==> src/rtl/exc_prio_pkg.sv <==
package exc_prio_pkg;

  localparam logic [4:0] CODE_HOST  = 5'd0;
  localparam logic [4:0] CODE_TIMER = 5'd2;
  localparam logic [4:0] CODE_LDADR = 5'd4;
  localparam logic [4:0] CODE_STADR = 5'd5;
  localparam logic [4:0] CODE_FETCH = 5'd6;
  localparam logic [4:0] CODE_SYS   = 5'd8;
  localparam logic [4:0] CODE_BRK   = 5'd9;
  localparam logic [4:0] CODE_RSVD  = 5'd10;
  localparam logic [4:0] CODE_OVF   = 5'd12;

  typedef struct packed {
    logic       hit;
    logic [4:0] code;
  } pick_t;

  // fault flag vector order: {rsvd, sys, brk, ovf, ld, st}
  typedef struct packed {
    logic rsvd;
    logic sys;
    logic brk;
    logic ovf;
    logic ld;
    logic st;
  } flt_t;

  // Interrupt tier: host line before timer line.
  function automatic pick_t irq_pick(input logic host_on, input logic timer_on);
    pick_t r;
    r.hit  = host_on | timer_on;
    r.code = host_on ? CODE_HOST : (timer_on ? CODE_TIMER : 5'd0);
    return r;
  endfunction

  // Synchronous tier: fixed rank, fetch misalignment first.
  function automatic pick_t flt_pick(input logic misal, input flt_t f);
    pick_t r;
    r.hit = 1'b1;
    if (misal)      r.code = CODE_FETCH;
    else if (f.rsvd) r.code = CODE_RSVD;
    else if (f.sys)  r.code = CODE_SYS;
    else if (f.brk)  r.code = CODE_BRK;
    else if (f.ovf)  r.code = CODE_OVF;
    else if (f.ld)   r.code = CODE_LDADR;
    else if (f.st)   r.code = CODE_STADR;
    else begin
      r.hit  = 1'b0;
      r.code = 5'd0;
    end
    return r;
  endfunction

endpackage

==> src/rtl/exc_irq_sel.sv <==
module exc_irq_sel #(
  parameter int IRQ_W     = 8,
  parameter int HOST_IDX  = 6,
  parameter int TIMER_IDX = 7
) (
  input  logic [IRQ_W-1:0] pend,
  input  logic [IRQ_W-1:0] mask,
  input  logic             gie,
  output logic             hit,
  output logic [4:0]       code
);
  import exc_prio_pkg::*;

  logic [IRQ_W-1:0] live;
  pick_t            pk;

  assign live = pend & mask & {IRQ_W{gie}};
  assign pk   = irq_pick(live[HOST_IDX], live[TIMER_IDX]);
  assign hit  = pk.hit;
  assign code = pk.code;
endmodule

==> src/rtl/exc_flt_sel.sv <==
module exc_flt_sel #(
  parameter int XLEN       = 32,
  parameter int ALIGN_BITS = 2
) (
  input  logic            vld,
  input  logic [XLEN-1:0] pc,
  input  exc_prio_pkg::flt_t flags,
  output logic            hit,
  output logic [4:0]      code
);
  import exc_prio_pkg::*;

  logic  misal;
  flt_t  qual;
  pick_t pk;

  generate
    if (ALIGN_BITS > 0) begin : g_align
      assign misal = vld & (|pc[ALIGN_BITS-1:0]);
    end else begin : g_noalign
      assign misal = 1'b0;
    end
  endgenerate

  assign qual = vld ? flags : '0;
  assign pk   = flt_pick(misal, qual);
  assign hit  = pk.hit;
  assign code = pk.code;
endmodule

==> src/rtl/exc_prioritiser.sv <==
module exc_prioritiser #(
  parameter int          XLEN      = 32,
  parameter int          IRQ_W     = 8,
  parameter int          HOST_IDX  = 6,
  parameter int          TIMER_IDX = 7,
  parameter logic [31:0] RESET_VEC = 32'h0000_1000,
  parameter logic [31:0] TRAP_VEC  = 32'h0000_1100
) (
  input  logic             clk,
  input  logic             rst_n,
  input  logic [IRQ_W-1:0] irq_pend,
  input  logic [IRQ_W-1:0] irq_mask,
  input  logic             irq_gie,
  input  logic             insn_vld,
  input  logic [XLEN-1:0]  insn_pc,
  input  logic [XLEN-1:0]  next_pc,
  input  logic             flt_rsvd,
  input  logic             flt_sys,
  input  logic             flt_brk,
  input  logic             flt_ovf,
  input  logic             flt_ld,
  input  logic             flt_st,
  input  logic [XLEN-1:0]  fault_addr,
  output logic             redir_vld,
  output logic [XLEN-1:0]  redir_pc,
  output logic [4:0]       exc_code,
  output logic [XLEN-1:0]  epc_val,
  output logic             badva_we,
  output logic [XLEN-1:0]  badva_val,
  output logic             stk_push,
  output logic             kern_init
);
  import exc_prio_pkg::*;

  localparam logic [XLEN-1:0] RST_PC  = XLEN'(RESET_VEC);
  localparam logic [XLEN-1:0] TRAP_PC = XLEN'(TRAP_VEC);

  flt_t       flags;
  logic       irq_hit, flt_hit, take, ldst_win;
  logic [4:0] irq_code, flt_code, win_code;

  assign flags = '{rsvd: flt_rsvd, sys: flt_sys, brk: flt_brk,
                   ovf: flt_ovf, ld: flt_ld, st: flt_st};

  exc_irq_sel #(.IRQ_W(IRQ_W), .HOST_IDX(HOST_IDX), .TIMER_IDX(TIMER_IDX)) u_irq (
    .pend(irq_pend), .mask(irq_mask), .gie(irq_gie),
    .hit(irq_hit), .code(irq_code)
  );

  exc_flt_sel #(.XLEN(XLEN), .ALIGN_BITS(2)) u_flt (
    .vld(insn_vld), .pc(insn_pc), .flags(flags),
    .hit(flt_hit), .code(flt_code)
  );

  // Tier arbitration: interrupts always ahead of synchronous faults.
  assign take     = irq_hit | flt_hit;
  assign win_code = irq_hit ? irq_code : flt_code;
  assign ldst_win = !irq_hit && flt_hit &&
                    (flt_code == CODE_LDADR || flt_code == CODE_STADR);

  always_ff @(posedge clk or negedge rst_n) begin
    if (!rst_n) begin
      redir_vld <= 1'b1;
      redir_pc  <= RST_PC;
      exc_code  <= 5'd0;
      epc_val   <= '0;
      badva_we  <= 1'b0;
      badva_val <= '0;
      stk_push  <= 1'b0;
      kern_init <= 1'b1;
    end else begin
      kern_init <= 1'b0;
      redir_vld <= take;
      stk_push  <= take;
      redir_pc  <= TRAP_PC;
      exc_code  <= take ? win_code : 5'd0;
      epc_val   <= irq_hit ? next_pc : insn_pc;
      badva_we  <= ldst_win;
      badva_val <= fault_addr;
    end
  end

  // interrupt tier beats a simultaneous fault
  p_irq_over_fault_r2: assert property (@(posedge clk) disable iff (!rst_n)
    (irq_hit && flt_hit) |=> (redir_vld && (exc_code == CODE_HOST || exc_code == CODE_TIMER)));

  // every non-reset redirect uses the common vector
  p_common_vec_r3: assert property (@(posedge clk) disable iff (!rst_n)
    (redir_vld && !kern_init) |-> (redir_pc == TRAP_PC));

  // fault-only cycle saves the faulting instruction address
  p_epc_fault_r8: assert property (@(posedge clk) disable iff (!rst_n)
    (flt_hit && !irq_hit) |=> (epc_val == $past(insn_pc)));

  // bad-address capture only for load/store address faults
  p_badva_ldst_r9: assert property (@(posedge clk) disable iff (!rst_n)
    badva_we |-> (exc_code == CODE_LDADR || exc_code == CODE_STADR));

  // no qualified event, no redirect and no push
  p_quiet_r10: assert property (@(posedge clk) disable iff (!rst_n)
    (!irq_hit && !flt_hit) |=> (!redir_vld && !stk_push));

  // push only together with a redirect
  p_push_redir_r10: assert property (@(posedge clk) disable iff (!rst_n)
    stk_push |-> (redir_vld && !kern_init));

endmodule

==> config.mk <==
export PLATFORM = sky130hd
export DESIGN_NAME = exc_prioritiser
export DESIGN_NICKNAME = d
export VERILOG_FILES = /design/src/rtl/exc_prio_pkg.sv /design/src/rtl/exc_irq_sel.sv /design/src/rtl/exc_flt_sel.sv /design/src/rtl/exc_prioritiser.sv
export SDC_FILE = /design/constraint.sdc
export NUM_CORES = 1
export LEC_CHECK = 0
export CORE_ASPECT_RATIO = 1.5
export CORE_MARGIN = 2
export CORE_UTILIZATION = 35
export DETAILED_ROUTE_END_ITERATION = 10
export DONT_BUFFER_PORTS = 1
export RECOVER_POWER = 50
export SLEW_MARGIN = 20
export SYNTH_ARGS = -nofsm -noshare
export SYNTH_HDL_FRONTEND = slang
export SYNTH_SLANG_ARGS = --single-unit
==> constraint.sdc <==
create_clock -name clk -period 1.03 [get_ports clk]
set_clock_uncertainty 0.05 [all_clocks]
set_input_delay 0.0515 -clock clk [delete_from_list [all_inputs] [get_ports clk]]
set_output_delay 0.0515 -clock clk [all_outputs]
set_load 0.01 [all_outputs]
==> impl_summary.txt, run 1 <==
----------------------------------------------------
[Synthesis]
  Flip-flop and latch count after synthesis ... 73
  Syn Area/Cell ... 16.1 sq um
  Synthesized-area fraction occupied by ao, oa, aoi and oai cells ... 0.0167
  Cell count after synthesis ... 163
  Netlist area before placement ... between 2000 and 3000 sq um
  Post-synthesis share of cell area spent on and, or, nand and nor gates ... 0.0434
  Library cells used by synthesis ... 23
  Parity-gate share of the synthesized area counting xor and xnor cells ... 0
  Dominant combinational cell family by area after synthesis ... multiplexers
  Fraction of the yosys area taken by sequential cells ... 0.697
  Count of warnings emitted by yosys ... 0
  Share of synthesized area spent on multiplexers ... 0.137
  Adder and majority cell fraction of the synthesized area ... 0

[Floorplan]
  Die Height ... 110 microns
  Cell Rows ... 38
  Number of ports placed on the die boundary ... 227
  Die Width ... 74.7 microns
  Starting density of the core ... 0.361

[CTS]
  Clock net sink count ... between 70 and 80
  Number of CTS-inserted buffers ... 9
  Maximum clock insertion buffer count ... 2
  Cell at the root of the clock tree ... clkbuf_8
  Number of gates given a new drive strength after cts ... 0
  CTS Hold Bufs ... a little over 100
  Number of setup buffers added after CTS ... 0
  Clock H-tree levels ... 3

[Placement]
  # port buffers ... 0
  Last weighted congestion value of the routability-driven placer ... 0.792
  Placed standard-cell area ... approximately 2700 sq um
  Estimated wirelength of the detail-placed design ... 4060 microns

[Run status]
  Last stage the flow got to ... clock tree synthesis
  Halt Reason ... [ERROR RSZ-0060] Max buffer count reached.
  Outcome ... did not finish

----------------------------------------------------
[logic make-up after synthesis]
group,after synthesis
other,2
muxes,32
AOI/OAI and AO/OA,6
buffers and inverters,35
DFF,73
and+or+nand+nor,15
[synthesized netlist by cell type, drive strengths merged]
cell,count,area share
dfrtp,71,0.68
buf,35,0.10
mux2,32,0.14
nand2,3,0.0072
nor2,3,0.0043
conb,2,0.0029
dfstp,2,0.020
nor3b,2,0.0057
o21ai,2,0.0038
or4,2,0.0072
a22o,1,0.0033
a32oi,1,0.0033
and3,1,0.0024
and3b,1,0.0038
nand3,1,0.0019
nor3,1,0.0019
nor4b,1,0.0091
o31ai,1,0.0029
o41ai,1,0.0033
[metrics by stage]
step | setup WS (ns) | TNS, ns | cells | hold WS (ns)
3_5_place_dp | -0.0833 | -1.83 | 262 | -0.293
3_3_place_gp | -0.0682 | -1.56 | 262 | -0.293
2_1_floorplan | -0.0285 | -0.659 | 195 | -0.294
==> run 2, diff against run 1 <==
--- a/config.mk
+++ b/config.mk
@@ -5,11 +5,11 @@
 export SDC_FILE = /design/constraint.sdc
 export NUM_CORES = 1
 export LEC_CHECK = 0
-export CORE_ASPECT_RATIO = 1.5
 export CORE_MARGIN = 2
-export CORE_UTILIZATION = 35
+export CORE_UTILIZATION = 20
 export DETAILED_ROUTE_END_ITERATION = 10
 export DONT_BUFFER_PORTS = 1
+export PLACE_DENSITY_LB_ADDON = 0.15
 export RECOVER_POWER = 50
 export SLEW_MARGIN = 20
 export SYNTH_ARGS = -nofsm -noshare
==> impl_summary.txt, run 2 <==
----------------------------------------------------
[Synthesis]
  Syn Area/Cell ... 16.1 sq um
  Most instantiated library cell after synthesis ... dfrtp_1
  Number of enable-type register cells in the synthesized netlist ... 0
  Largest cells by area after synthesis ... dfrtp_1, mux2_2, buf_4
  Count of warnings emitted by yosys ... 0
  Cell type with the highest aggregate area in the netlist ... dfrtp_1
  Netlist area before placement ... 2630 sq um
  Fraction of the yosys area taken by sequential cells ... 0.697
  Cell count after synthesis ... 163
  Library cells used by synthesis ... 23
  Top cells by count, synth ... dfrtp_1, buf_4, mux2_2
  Flip-flop and latch count after synthesis ... 73
  Top FF cell, synth ... dfrtp_1
  Post-synth ARST share ... 1.00
  Fraction of post-synthesis cell area in the top cell type by area ... 0.677

[Floorplan]
  Number of ports placed on the die boundary ... 227
  Die area ... 14100 sq um
  Die Width ... 119 microns
  Area of the core ... 12700 sq um
  Die Height ... roughly 120 microns
  Starting density of the core ... 0.206
  Cell Rows ... slightly above 40

[Power]
  Fraction of power consumed by combinational cells ... 0.092
  Clk network pwr share ... 0.444
  Fraction of power spent switching nets ... 0.223
  Leakage power ... 1.86 nW
  Worst-case vdd ir drop ... 633 uV
  Total design power ... about 7 mW
  Power Dens Cells ... 1700 nW/um^2
  Net switching power ... 1.56 mW
  Proportion of power drawn by flip-flops and latches ... 0.463
  Internal cell power ... approximately 5.4 mW

[Critical path]
  WP data required ... 0.93 ns
  Kind of launch point of the worst setup path ... flop
  Kind of critical path ... flop to primary output
  Worst Path Arrival ... between 0.8 and 0.9 ns
  Element type at the critical path end ... primary output
  Maximum fanout along the worst path ... 1

[Timing]
  FMAX ... 1020 MHz
  Post-route setup TNS ... 0 ns
  Minimum clock period after layout ... 0.981 ns
  Final Setup Violations ... 0
  Final Hold Fails ... 80
  Final Cycle Share ... 0.953
  Final slew viol count ... 0
  Hold WS ... -0.642 ns
  Unrepaired setup endpoints after global routing ... false

[Global routing]
  Largest net degree at the start of global routing ... 74
  Gr usage total ... 0.100
  Grt total ovfl ... 0
  Number of antenna violations at the first check in global routing ... 0
  Global-route wire length before repair ... 10500 microns
  Via count of the first global-routing pass ... ~1900

[Detailed routing]
  Number of design-rule violations left by the first detailed-router iteration ... 40
  Count of nets left with antenna violations after detail routing ... 0
  DR DRC count ... 0
  Number of vias in the routed layout ... 1663
  Via count normalized by instance count ... 3.69
  Routed WL per cell ... 15.1 microns
  Final wirelength ... 6800 microns
  First-pass detailed-route iteration total ... 3

[CTS]
  Number of gates given a new drive strength after cts ... 0
  Maximum clock insertion buffer count ... 2
  CTS Hold Bufs ... 99
  Number of setup buffers added after CTS ... 0
  CTS tree ... built
  Clock H-tree levels ... 3
  Cell at the root of the clock tree ... clkbuf_16
  Clock transition at the register clock pins on the worst setup and hold paths after CTS ... 0.06 ns
  Clock net sink count ... 73
  Number of CTS-inserted buffers ... 9

[Placement]
  Placed standard-cell area ... 2850 sq um
  Estimated wirelength of the detail-placed design ... ~4500 microns
  # port buffers ... 0
  Last weighted congestion value of the routability-driven placer ... 0.665

[Finish]
  Proportion of layout cells with a drive suffix above 1 ... 0.204
  Growth of design area from synthesis to finish ... 57.3%
  Leading registers by flop count ... badva_val: 32 flops, epc_val: 32 flops, exc_code: 4 flops
  Final Instance Area ... 4130 sq um
  Diodes inserted ... 0
  Commonest cells after routing, fill and taps aside ... dlygate4sd3_1, dfrtp_1, conb_1
  Most frequent standard cell in the layout excluding fill and tap cells ... dlygate4sd3_1
  Core utilization of the finished layout ... 0.325
  Total Nets Final ... 396

[Run status]
  Outcome ... finished, violations left
  Violations in the final reports ... hold timing

[Worst hold path]
  Type of the worst min-delay path ... primary input to async pin

[Job]
  # Max-Cap Violations ... 0

----------------------------------------------------
## run 2: power by group through the flow
stage / sequential [mW] / clock (mW) / combinational, mW
2_1_floorplan: 3.26 / 0 / 0.386
3_3_place_gp: 3.30 / 0 / 0.340
3_5_place_dp: 3.30 / 0 / 0.345
4_1_cts: 3.25 / 3.25 / 0.657
5_1_grt: 3.26 / 3.41 / 0.698
6_report: 3.24 / 3.11 / 0.646
## run 2: logic make-up after synthesis
logic type	synth area share
AO/OA/AOI/OAI	0.0167
other	0.00286
AND/OR/NAND/NOR	0.0434
flip-flops	0.697
buffers and inverters	0.103
multiplexers	0.137
## run 2: layer usage
metal,global-route usage,share of wire
met5,0,0
met4,0.0558,0.024
met3,0.0444,0.11
met2,0.175,0.52
met1,0.0990,0.34
## run 2: layout make-up
cell class | instances | area [sq um]
clock buffer | 10 | 239
clock inverter | 6 | 67.6
fill | 1246 | 8590
multi-input combinational | 87 | 736
sequential | 73 | 1830
tap | 172 | 215
timing repair buffer | 103 | 1040
## run 2: worst paths after layout
| kind | slack (ns) | from | cells past startpoint | endpoint |
|---|---|---|---|---|
| max | 0.05 | kern_init$_DFF_PN1_ | 0 | kern_init |
| min | -0.64 | rst_n | 0 | exc_code[0]$_DFF_PN0_ |
| max in group asynchronous | 1.37 | rst_n | 0 | kern_init$_DFF_PN1_ |
| min in group clk | -0.18 | insn_pc[0] | 1 | epc_val[0]$_DFF_PN0_ |
## run 2: stage by stage
| stage | hold slack (ns) | instances | setup slack, ns |
|---|---|---|---|
| floorplan | -0.294 | 195 | -0.0285 |
| global placement | -0.292 | 336 | -0.0881 |
| detailed placement | -0.292 | 336 | -0.0989 |
| CTS | -0.664 | 451 | 0.0235 |
| global route | -0.662 | 451 | 0.0180 |
| finish | -0.642 | 451 | 0.0488 |
Note: power is estimated with default switching activity, not from simulation.
==> run 3, diff against run 2 <==
--- a/config.mk
+++ b/config.mk
@@ -11,6 +11,7 @@
 export DONT_BUFFER_PORTS = 1
 export PLACE_DENSITY_LB_ADDON = 0.15
 export RECOVER_POWER = 50
+export REMOVE_ABC_BUFFERS = 1
 export SLEW_MARGIN = 20
 export SYNTH_ARGS = -nofsm -noshare
 export SYNTH_HDL_FRONTEND = slang
==> impl_summary.txt, run 3 (synthesis results as in run 2) <==
----------------------------------------------------
[Power]
  Worst-case vdd ir drop ... 653 uV
  Leakage power ... 1.74 nW
  Power Dens Cells ... 1790 nW/um^2

[Placement]
  Placed standard-cell area ... 2730 sq um
  Last weighted congestion value of the routability-driven placer ... 0.661
  # port buffers ... 0
  Estimated wirelength of the detail-placed design ... 4080 microns
  Worst slack, placed ... -0.0869 ns
  Placed cells ... 334

[Floorplan]
  Starting density of the core ... 0.206
  Die area ... 14100 sq um
  Die Width ... 119 microns
  Cell Rows ... ~40
  Area of the core ... 12700 sq um
  Die Height ... 119 microns
  Number of ports placed on the die boundary ... 227

[Run status]
  Outcome ... finished, violations left
  Violations in the final reports ... hold timing

[Finish]
  Sequential cell area ... 1830 sq um
  Area of the multi-input gates ... 646 sq um
  Finished Layout Cells ... roughly 450
  Filler cell count in the final layout ... 1283
  Proportion of layout cells with a drive suffix above 1 ... 0.199
  Leading registers by flop count ... badva_val: 32 flops, epc_val: 32 flops, exc_code: 4 flops
  Growth of design area from synthesis to finish ... 53.3%
  Commonest cells after routing, fill and taps aside ... dlygate4sd3_1, dfrtp_1, conb_1
  Core utilization of the finished layout ... 0.316
  Most frequent standard cell in the layout excluding fill and tap cells ... dlygate4sd3_1
  Diodes inserted ... 0
  Total Nets Final ... 393
  Final Instance Area ... 4030 sq um

[CTS]
  Number of setup buffers added after CTS ... 0
  Maximum clock insertion buffer count ... 2
  CTS tree ... built
  Cell at the root of the clock tree ... clkbuf_16
  CTS Hold Bufs ... 98
  Clock transition at the register clock pins on the worst setup and hold paths after CTS ... 0.06 ns
  Number of gates given a new drive strength after cts ... 0
  Clock H-tree levels ... 3
  Number of CTS-inserted buffers ... 9
  Clock net sink count ... 73

[Timing]
  Final Cycle Share ... 0.960
  Final slew viol count ... 0
  Final Hold Fails ... 80
  Unrepaired setup endpoints after global routing ... false
  Minimum clock period after layout ... 0.989 ns
  Final Setup Violations ... 0
  FMAX ... 1010 MHz
  Slack of the critical path ... 0.0408 ns
  Hold WS ... -0.637 ns
  Post-route setup TNS ... 0 ns

[Job]
  # Max-Cap Violations ... 0

[Global routing]
  Gr usage total ... 0.0936
  Number of antenna violations at the first check in global routing ... 0
  Grt total ovfl ... 0
  Largest net degree at the start of global routing ... 74
  Via count of the first global-routing pass ... ~1800
  Global-route wire length before repair ... 9840 microns

[Critical path]
  Kind of launch point of the worst setup path ... flop
  Worst Path Arrival ... 0.89 ns
  Maximum fanout along the worst path ... 1
  Element type at the critical path end ... primary output
  Kind of critical path ... flop to primary output
  WP data required ... just over 0.9 ns

[Detailed routing]
  Number of vias in the routed layout ... around 1600
  First-pass detailed-route iteration total ... 2
  DR DRC count ... 0
  Routed WL per cell ... 14.2 microns
  Final wirelength ... between 6000 and 7000 microns
  Via count normalized by instance count ... 3.66
  Number of design-rule violations left by the first detailed-router iteration ... 36
  Count of nets left with antenna violations after detail routing ... 0

[Worst hold path]
  Type of the worst min-delay path ... primary input to async pin

----------------------------------------------------
-- run 3: cell types whose count changed in the layout (fill, tap and decap cells not counted), sizes merged --
cell / previous run / this run
dlygate4sd3: 99 / 98
bufinv: 1 / 2
inv: 0 / 1
buf: 3 / 1
clkinv: 3 / 2
clkinvlp: 2 / 1
-- run 3: metal layers --
metal	GRT usage	wire, microns	up-vias
li1	-	-	699
met1	0.0956	2300	769
met2	0.155	3080	159
met3	0.0401	783	11
met4	0.0632	188	0
met5	0	0	-
-- run 3: power breakdown --
part | switching [mW] | internal [mW] | leakage [nW]
logic | 0.188 | 0.374 | 0.723
clock network | 1.19 | 2.19 | 0.159
registers | 0.181 | 3.06 | 0.856
-- run 3: final timing paths --
check                      cells past startpoint                endpoint  slack [ns]           startpoint
max in group asynchronous                      0     redir_vld$_DFF_PN1_        1.38                rst_n
max                                            0               redir_vld        0.04  redir_vld$_DFF_PN1_
min in group clk                               1    epc_val[1]$_DFF_PN0_       -0.18           insn_pc[1]
min                                            0  badva_val[8]$_DFF_PN0_       -0.64                rst_n
-- run 3: metrics by stage --
| step | hold slack, ns | power, mW |
|---|---|---|
| floorplan | -0.294 | 3.47 |
| global placement | -0.293 | 3.57 |
| detailed placement | -0.293 | 3.57 |
| CTS | -0.661 | 7.36 |
| global route | -0.668 | 7.58 |
| finish | -0.637 | 7.19 |
-- run 3: final cells by class --
class / instances / area share
Clock inverter: 6 / 0.0224
Clock buffer: 10 / 0.0594
Multi-Input combinational cell: 87 / 0.160
Tap cell: 172 / 0.0535
Timing Repair Buffer: 100 / 0.250
Sequential cell: 73 / 0.454
